`src/rtl/vm_pkg.sv`:
```
// Package: shared constants and the sequencer state type for the
// three-lane rotating vector multiplier.
// Assumes: lane count fixed at three (one per spatial axis).
package vm_pkg;
    localparam int LANES = 3;
    localparam int ROT_W = 2;

    typedef enum logic [2:0] {
        ST_IDLE,
        ST_LDA,
        ST_LDB,
        ST_MUL,
        ST_WR
    } vm_state_t;
endpackage

```
`src/rtl/vm_bank.sv`:
```
// Module: single-write, single-async-read word bank.
// Assumes: one access port per bank is enough because the router never
// steers two lanes to the same bank in one step. CLEAR selects whether
// the storage resets to zero.
module vm_bank #(
    parameter int DATA_W = 16,
    parameter int ADDR_W = 3,
    parameter bit CLEAR  = 1'b0
) (
    input  logic              clk,
    input  logic              rst_n,
    input  logic              we,
    input  logic [ADDR_W-1:0] waddr,
    input  logic [DATA_W-1:0] wdata,
    input  logic [ADDR_W-1:0] raddr,
    output logic [DATA_W-1:0] rdata
);
    localparam int DEPTH = 1 << ADDR_W;

    logic [DATA_W-1:0] mem [DEPTH];

    generate
        if (CLEAR) begin : g_clear
            // Purpose: storage write with synchronous clear
            always_ff @(posedge clk) begin
                if (!rst_n) begin
                    for (int i = 0; i < DEPTH; i++) mem[i] <= '0;
                end else if (we) begin
                    mem[waddr] <= wdata;
                end
            end
        end else begin : g_plain
            // Purpose: storage write without reset
            always_ff @(posedge clk) begin
                if (we) mem[waddr] <= wdata;
            end
        end
    endgenerate

    // Purpose: asynchronous read
    assign rdata = mem[raddr];
endmodule

```
`src/rtl/vm_router.sv`:
```
// Module: rotation network from the axis banks to the lane inputs.
// Lane k takes bank (k + rot) mod LANES; a code of LANES or above acts
// as identity. Also reports a one-hot bank select per lane.
// Assumes: LANES fits in the rotation code width.
module vm_router
    import vm_pkg::*;
#(
    parameter int DATA_W = 16
) (
    input  logic [ROT_W-1:0]                rot,
    input  logic [LANES-1:0][DATA_W-1:0]    bank_q,
    output logic [LANES-1:0][DATA_W-1:0]    lane_d,
    output logic [LANES-1:0][LANES-1:0]     lane_sel
);
    localparam int IDX_W = $clog2(2 * LANES);

    logic [IDX_W-1:0] eff_rot;

    // Purpose: fold illegal rotation codes onto identity
    always_comb begin
        if (int'(rot) >= LANES) eff_rot = '0;
        else                    eff_rot = IDX_W'(rot);
    end

    generate
        for (genvar k = 0; k < LANES; k++) begin : g_lane
            logic [IDX_W-1:0] sum;
            logic [IDX_W-1:0] idx;
            // Purpose: modular bank index and steering for lane k
            always_comb begin
                sum = IDX_W'(k) + eff_rot;
                idx = (int'(sum) >= LANES) ? sum - IDX_W'(LANES) : sum;
                lane_d[k]   = bank_q[idx];
                lane_sel[k] = '0;
                lane_sel[k][idx] = 1'b1;
            end
        end
    endgenerate
endmodule

```
`src/rtl/vm_lane_mul.sv`:
```
// Module: one lane's fixed-point multiplier with registered product.
// Product is the signed full product shifted right arithmetically by
// FRAC_W, truncated to DATA_W bits.
// Assumes: FRAC_W < DATA_W.
module vm_lane_mul #(
    parameter int DATA_W = 16,
    parameter int FRAC_W = 8
) (
    input  logic                     clk,
    input  logic                     rst_n,
    input  logic                     en,
    input  logic signed [DATA_W-1:0] a,
    input  logic signed [DATA_W-1:0] b,
    output logic        [DATA_W-1:0] p
);
    localparam int FULL_W = 2 * DATA_W;

    logic signed [FULL_W-1:0] full;
    logic signed [FULL_W-1:0] scaled;

    // Purpose: full-width signed product and Q scaling
    always_comb begin
        full   = FULL_W'(a) * FULL_W'(b);
        scaled = full >>> FRAC_W;
    end

    // Purpose: capture the truncated product in the multiply step
    always_ff @(posedge clk) begin
        if (!rst_n)  p <= '0;
        else if (en) p <= scaled[DATA_W-1:0];
    end
endmodule

```
`src/rtl/vecmul3_rot.sv`:
```
// Module: three-lane rotating vector multiplier (top).
// Sequence per microinstruction: fetch left operands, fetch right
// operands, multiply, write results; busy spans those four cycles and
// done pulses once afterward.
// Assumes: the instruction fields are valid in the cycle start is high;
// they are latched then.
module vecmul3_rot
    import vm_pkg::*;
#(
    parameter int DATA_W = 16,
    parameter int ADDR_W = 3,
    parameter int FRAC_W = 8
) (
    input  logic                    clk,
    input  logic                    rst_n,
    input  logic                    start,
    input  logic [ADDR_W-1:0]       src_a,
    input  logic [ADDR_W-1:0]       src_b,
    input  logic [ROT_W-1:0]        rot_a,
    input  logic [ROT_W-1:0]        rot_b,
    input  logic [ADDR_W-1:0]       dst,
    input  logic                    ld_en,
    input  logic [ADDR_W-1:0]       ld_addr,
    input  logic [LANES*DATA_W-1:0] ld_data,
    input  logic [ADDR_W-1:0]       rd_addr,
    output logic [LANES*DATA_W-1:0] rd_data,
    output logic                    busy,
    output logic                    done
);
    vm_state_t state, state_nx;

    logic [ADDR_W-1:0] sa_q, sb_q, sd_q;
    logic [ROT_W-1:0]  ra_q, rb_q;

    logic [ADDR_W-1:0]               op_addr;
    logic [ROT_W-1:0]                cur_rot;
    logic [LANES-1:0][DATA_W-1:0]    bank_q;
    logic [LANES-1:0][DATA_W-1:0]    route_d;
    logic [LANES-1:0][LANES-1:0]     route_sel;
    logic [LANES*LANES-1:0]          sel_flat;
    logic [LANES-1:0][DATA_W-1:0]    left_q, right_q, prod_q;
    logic                            op_we;

    // Purpose: next-state logic of the four-step sequencer
    always_comb begin
        state_nx = state;
        case (state)
            ST_IDLE: if (start) state_nx = ST_LDA;
            ST_LDA:  state_nx = ST_LDB;
            ST_LDB:  state_nx = ST_MUL;
            ST_MUL:  state_nx = ST_WR;
            ST_WR:   state_nx = ST_IDLE;
            default: state_nx = ST_IDLE;
        endcase
    end

    // Purpose: state, done pulse and instruction latch
    always_ff @(posedge clk) begin
        if (!rst_n) begin
            state <= ST_IDLE;
            done  <= 1'b0;
            sa_q  <= '0;
            sb_q  <= '0;
            sd_q  <= '0;
            ra_q  <= '0;
            rb_q  <= '0;
        end else begin
            state <= state_nx;
            done  <= (state == ST_WR);
            if (state == ST_IDLE && start) begin
                sa_q <= src_a;
                sb_q <= src_b;
                sd_q <= dst;
                ra_q <= rot_a;
                rb_q <= rot_b;
            end
        end
    end

    assign busy    = (state != ST_IDLE);
    assign op_we   = ld_en && !busy;
    assign op_addr = (state == ST_LDB) ? sb_q : sa_q;
    assign cur_rot = (state == ST_LDB) ? rb_q : ra_q;

    generate
        for (genvar k = 0; k < LANES; k++) begin : g_axis
            vm_bank #(.DATA_W(DATA_W), .ADDR_W(ADDR_W), .CLEAR(1'b0)) u_opbank (
                .clk   (clk),
                .rst_n (rst_n),
                .we    (op_we),
                .waddr (ld_addr),
                .wdata (ld_data[k*DATA_W +: DATA_W]),
                .raddr (op_addr),
                .rdata (bank_q[k])
            );

            vm_lane_mul #(.DATA_W(DATA_W), .FRAC_W(FRAC_W)) u_mul (
                .clk   (clk),
                .rst_n (rst_n),
                .en    (state == ST_MUL),
                .a     (left_q[k]),
                .b     (right_q[k]),
                .p     (prod_q[k])
            );

            vm_bank #(.DATA_W(DATA_W), .ADDR_W(ADDR_W), .CLEAR(1'b1)) u_resbank (
                .clk   (clk),
                .rst_n (rst_n),
                .we    (state == ST_WR),
                .waddr (sd_q),
                .wdata (prod_q[k]),
                .raddr (rd_addr),
                .rdata (rd_data[k*DATA_W +: DATA_W])
            );
        end
    endgenerate

    vm_router #(.DATA_W(DATA_W)) u_router (
        .rot      (cur_rot),
        .bank_q   (bank_q),
        .lane_d   (route_d),
        .lane_sel (route_sel)
    );

    assign sel_flat = route_sel;

    // Purpose: operand staging registers for the two fetch steps
    always_ff @(posedge clk) begin
        if (!rst_n) begin
            left_q  <= '0;
            right_q <= '0;
        end else begin
            if (state == ST_LDA) left_q  <= route_d;
            if (state == ST_LDB) right_q <= route_d;
        end
    end
endmodule

```
`config.mk`:
```
export PLATFORM = sky130hd
export DESIGN_NAME = vecmul3_rot
export DESIGN_NICKNAME = d
export VERILOG_FILES = /design/src/rtl/vm_pkg.sv /design/src/rtl/vm_bank.sv /design/src/rtl/vm_router.sv /design/src/rtl/vm_lane_mul.sv /design/src/rtl/vecmul3_rot.sv
export SDC_FILE = /design/constraint.sdc
export NUM_CORES = 2
export LEC_CHECK = 0
export BUFFER_PORTS_ARGS = -buffer_cell sky130_fd_sc_hd__buf_2
export CAP_MARGIN = 20
export CORE_UTILIZATION = 61
export CTS_BUF_LIST = sky130_fd_sc_hd__clkbuf_4
export DETAILED_ROUTE_END_ITERATION = 7
export HOLD_SLACK_MARGIN = 0.02
export PLACE_DENSITY = 0.79
export SYNTH_ARGS = -nofsm -noshare
export SYNTH_HDL_FRONTEND = slang
export SYNTH_SLANG_ARGS = --single-unit
```
`constraint.sdc`:
```
create_clock -name clk -period 13.7 [get_ports clk]
set_input_delay 2.74 -clock clk [delete_from_list [all_inputs] [get_ports clk]]
set_output_delay 2.74 -clock clk [all_outputs]
set_load 0.005 [all_outputs]
```
# After elaboration in Yosys (flattened, before gate mapping)
# Memories as Yosys holds them, arrays and structs flattened.
# Index checks and enable logic that the tools add are counted.
# Widths: inputs -> output; s select.
[word_totals] memories=6 ramBits=768 wordCells=79 latch_bits=0 romBits=0 regBits=161
[mem_list] memory="g_axis[0].u_opbank.mem" depth=8 word_bits=16 rd=1 rd_ports_with_merged_regs=0 wr=1 line_no="vm_bank.sv:20" text="logic [DATA_W-1:0] mem [DEPTH];"
[mem_list] memory="g_axis[0].u_resbank.mem" depth=8 word_bits=16 rd=1 rd_ports_with_merged_regs=0 wr=8 line_no="vm_bank.sv:20"
[mem_list] memory="g_axis[1].u_opbank.mem" depth=8 word_bits=16 rd=1 rd_ports_with_merged_regs=0 wr=1 line_no="vm_bank.sv:20"
[mem_list] memory="g_axis[1].u_resbank.mem" depth=8 word_bits=16 rd=1 rd_ports_with_merged_regs=0 wr=8 line_no="vm_bank.sv:20"
[mem_list] memory="g_axis[2].u_opbank.mem" depth=8 word_bits=16 rd=1 rd_ports_with_merged_regs=0 wr=1 line_no="vm_bank.sv:20"
[mem_list] memory="g_axis[2].u_resbank.mem" depth=8 word_bits=16 rd=1 rd_ports_with_merged_regs=0 wr=8 line_no="vm_bank.sv:20"
[op_classes] n_lt_le_gt_ge=7 eq_ne=5 div_mod_pow=0 n_reduce_logical=8 multipliers=3 shifts=0 n_bitwise=0 n_mux=29 n_addsub=5
[op_table] op="$bmux 16 s2" count=3
[op_table] op="$mux 16" count=6
[op_table] op="$mul 16x16->24" count=3
[op_table] op="$reduce_or 16->1" count=3
[op_table] op="$mux 3" count=8
[op_table] op="$pmux 3 s4" count=1
[op_table] op="$lt 3x3->1 const B" count=3
[op_table] op="$mux 1" count=9
[op_table] op="$eq 3x2->1 const B" count=2
[op_table] op="$ge 3x2->1 const B" count=2
[op_table] op="$sub 3x2->3 const B" count=2
[op_table] op="$ge 2x2->1 const B" count=2
[op_table] op="$mux 2" count=2
[op_table] op="$add 1x3->3 const A" count=1
[op_table] op="$add 2x3->3 const A" count=1
[op_table] op="$eq 3x1->1 const B" count=1
[op_table] op="$eq 3x3->1 const B" count=1
[op_table] op="$logic_not 3->1" count=1
[op_table] op="$reduce_bool 3->1" count=1
[op_table] op="$sub 2x2->3 const B" count=1
[op_table] op="$logic_and 1x1->1" count=2
[op_table] op="$ne 2x2->1 const B" count=1
[op_table] op="$logic_not 1->1" count=1

# Depth between registers and ports, before layout
[depth] depth_word=9 mapped_depth=23 mapped_depth_nobuf=21

# By module
# From an unflattened synthesis, not the netlist that was laid out.
[unflattened] cells_unflattened=5008 hier_area_um2=61953.2
[by_module_without_submodules] mod="vm_bank at g_axis[0].u_resbank ..." n_inst=3 area_per_inst_um2=5804.3 cells_each=373 seq_area_each_um2=3843.7
[by_module_without_submodules] mod="vm_lane_mul at g_axis[0].u_mul ..." n_inst=2 area_per_inst_um2=8013.9 cells_each=911 seq_area_each_um2=320.3
[by_module_without_submodules] mod="vm_bank at g_axis[0].u_opbank ..." n_inst=3 area_per_inst_um2=4973.5 cells_each=198 seq_area_each_um2=3843.7
[by_module_without_submodules] mod="vm_lane_mul at g_axis[2].u_mul" n_inst=1 area_per_inst_um2=7970.1 cells_each=886 seq_area_each_um2=320.3
[by_module_without_submodules] mod="vecmul3_rot" n_inst=1 area_per_inst_um2=4331.7 cells_each=445 seq_area_each_um2=2262.2
[by_module_without_submodules] mod="vm_router" n_inst=1 area_per_inst_um2=1290.0 cells_each=142 seq_area_each_um2=0.0

# Worst setup path before layout
# No wires, ideal clock.
[synth_timing] kind="in2out" startpoint="input rd_addr[0]" endpoint="output rd_data[10]" setup_slack_ns=6.220 cell_stages=5 path_buffers=3 t_arrival_ns=4.740 path_cell_list="clkbuf_1 -> clkbuf_1 -> buf_1 -> mux4_2 -> mux2_2"
[synth_between] elab_chain_cells=1
[synth_lines] item="start, declared" line_no="vecmul3_rot.sv:25" text="input logic [ADDR_W-1:0] rd_addr,"
[synth_lines] item="$mem_v2 8x16"
[synth_lines] item="end, declared" line_no="vecmul3_rot.sv:26" text="output logic [LANES*DATA_W-1:0] rd_data,"
# Every way passes these cells.

# Worst setup path in the final report
[layout_timing] startpoint="input rd_addr[0]" endpoint="output rd_data[41]"
# The elaborated chain is that of the path after synthesis.

==> qor.yml <==
ys_types: 62
clk_latency_ns: 1.13
slew_headroom_pct: 30.4
cts_root_buf: "clkbuf_4"
start_util_pct: 61.9
outcome: "finished clean"
clk_pin_slew_worst_paths_ns: 0.06
regToRegSetupSlack_ns: 7.17
r2r-end: "g_axis[2].u_mul.p[15]$_SDFFE_PN0P_"
rsz0062_at_grt: "false"
seqPwrFrac_pct: 48.7
final_area_um2: 64800
path_cells: "buf_6 -> buf_4 -> mux4_2 -> mux2_2 -> buf_2"
die_area_um2: 99800
io_pins: 121
async_flop_share_pct: 0
dr.pass1.iters: 6
worst_slew_pin_slew_ns: 1.04
fin_skew_ns: 0.0823
p_per_area_nw_per_um2: 106
area_delta_synth_final_pct: 7.78
p_leak_nw: 27.2
cts_tree: "yes"
fin_cells: 6454
grtUsageMet1_pct: 36.5
fmax_mhz: 126
post_drt_wl_per_cell_um: 20.7
nFillCells: 6949
whs_ns: 0.456
drive_gt1_share_pct: 16.0
power.internal_mw: 4.82
cp_slowest_cell: "buf_4"
gp_congestion: 0.851
synth_area_per_cell_um2: 12.4
finalSetupViolations: 0
synth_seq_cells: 929
gr-total-overflow: 0
post-route-period-util_pct: 58.0
ff2ff_path_depth: 19
regArea_um2: 26300
cap_viol_max_count: 0
power.switching_mw: 2.07
ctsResizeCount: 0
rows: 114
synth_edf_count: 768
syn_nets: 5705
die_x_um: 316
hold_depth: 2
viasPerCell: 5.70
peakVddDrop_uv: 128
ys_warn_count: 0
drcViolationCount: 0
slew_viol_final: 0
slowest_delay_ns: 0.88
met2_usage_pct: 47.2
synthFlopType: "edfxtp_1"
layout_min_cycle_time_ns: 7.94
grt_use_met3_pct: 5.25
r2r-start: "right_q[35]$_SDFFE_PN0P_"
finalSetupTns_ns: 0
clk_path_buf_depth: 3
postCtsHoldBufs: 0
multi_input_area_um2: 30300
grt_max_degree: 107
layout_commonest_cell: "edfxtp_1"
cts_buffers: 225
cts.sinks: 929
routed_wl_um: 133000
via_count: 36800
p_clk_share_pct: 32.6
worstSetupStartpointType: "primary input"
nets: 5832
hold_viol: 0
worstPathArrival_ns: 5.20
final_util_pct: 66.7
dp_cells: 6039
cp-end-kind: "output port"
htree_levels: 4
mostFrequentLayoutCells: "edfxtp_1 (768), inv_1 (731), and2_1 (719)"
synthCells: 4864
min_from: "rb_q[1]$_SDFFE_PN0P_"
crit_required_ns: 10.96
grt.busiest_layer: "met2"
ant_nets: 0
portBuffers: 120
cts_setup_buffers: 0
pwr-share-comb_pct: 18.8
die_h_um: 316
drtIter0Drc: 3331
netSwitchingFraction_pct: 30.0
track_usage_pct: 27.9
antenna_found_initial: 14
ys_seq_area_share_pct: 43.7
crit_fanout: 52
dp_hpwl_um: 89400
core-area_um2: 97100
min_to: "rb_q[1]$_SDFFE_PN0P_"
grt_pass1_wl_um: 213000
postPlaceCellArea_um2: 61800
criticalPathCategory: "in2out"
grt_pass1_vias: 38900
netlist_area_um2: 60100
hp-class: "reg2reg"
[layer usage]
layer | vias up | wire (um)
met5 | - | 88
met4 | 16 | 3360
met3 | 223 | 9250
met2 | 1390 | 67100
met1 | 18700 | 53700
li1 | 16500 | -
[registers in the layout, summed over array words and instances, names as in the netlist, 3 cells and up]
signal                count
g_axis.u_mul.p           48
g_axis.u_opbank.mem     384
g_axis.u_resbank.mem    384
left_q                   48
right_q                  48
sa_q                      3
sb_q                      3
sd_q                      3
state                     3
[power by group through the flow]
stage / clock (mW) / combinational [mW] / sequential, mW
finish: 2.24 / 1.29 / 3.35
floorplan: 0 / 0.996 / 3.27
CTS: 2.29 / 1.30 / 3.35
global placement: 0 / 1.25 / 3.40
global route: 2.42 / 1.45 / 3.37
detailed placement: 0 / 1.29 / 3.41
[per-stage QoR]
| step | setup WS (ns) | total power, mW |
|---|---|---|
| after floorplan | 6.22 | 4.26 |
| after global placement | 5.74 | 4.65 |
| after detailed placement | 5.67 | 4.70 |
| after CTS | 5.66 | 6.93 |
| after global routing | 5.50 | 7.24 |
| final | 5.76 | 6.89 |
[cells by family after synthesis]
| logic type | synth area share, % |
|---|---|
| AO/OA/AOI/OAI | 4.28 |
| XOR/XNOR | 1.50 |
| adder cells (fa/ha/maj) | 23.0 |
| buffers and inverters | 6.30 |
| flip-flops | 43.7 |
| multiplexers | 9.51 |
| AND/OR/NAND/NOR | 11.7 |
[how the worst max path moves through the flow]
stage / startpoint / endpoint / slack, ns
6_report: rd_addr[0] / rd_data[41] / 5.76
5_1_grt: rd_addr[0] / rd_data[41] / 5.50
4_1_cts: rd_addr[0] / rd_data[41] / 5.66
3_5_place_dp: rd_addr[0] / rd_data[42] / 5.67
3_3_place_gp: rd_addr[0] / rd_data[42] / 5.74
2_1_floorplan: rd_addr[0] / rd_data[10] / 6.22
[worst max-delay path, delay by kind of cell]
kind / cells / cell delay, ns
buffers and inverters: 3 / 1.50
muxes: 2 / 0.89
[synthesized netlist by cell type, types with 3 or more instances]
master / n / share of area, %
a211o_1: 4 / 0.058
a211oi_1: 6 / 0.075
a21o_1: 10 / 0.12
a21oi_1: 155 / 1.3
a31oi_1: 8 / 0.083
and2_1: 719 / 7.5
and3_1: 7 / 0.073
buf_1: 12 / 0.075
buf_2: 19 / 0.16
buf_4: 6 / 0.075
clkbuf_1: 227 / 1.4
dfxtp_1: 161 / 5.4
edfxtp_1: 768 / 38
fa_1: 558 / 19
ha_1: 212 / 4.4
inv_1: 731 / 4.6
mux2_2: 50 / 0.94
mux2i_1: 83 / 1.4
mux4_2: 192 / 7.2
nand2_1: 412 / 2.6
nand2b_1: 18 / 0.19
nand3_1: 15 / 0.12
nand4_1: 9 / 0.094
nor2_1: 75 / 0.47
nor2b_1: 37 / 0.39
nor3_1: 16 / 0.13
o211ai_1: 3 / 0.037
o21a_1: 4 / 0.050
o21ai_0: 150 / 1.2
o21ai_1: 10 / 0.083
o21bai_1: 7 / 0.087
o31ai_1: 4 / 0.050
o31ai_2: 32 / 0.67
or3_1: 5 / 0.052
xnor2_1: 78 / 1.1
xor2_1: 25 / 0.36
[area by class of cell]
type,instances,area share (%)
flip-flops and latches,929,40.6
well taps,1276,2.46
repair buffers,164,1.47
inverters,732,4.24
clock buffers,325,3.77
clock inverters,80,0.720
diodes,9,0.0348
multi-input cells,2939,46.7
Note: power is estimated with default switching activity, not from simulation.
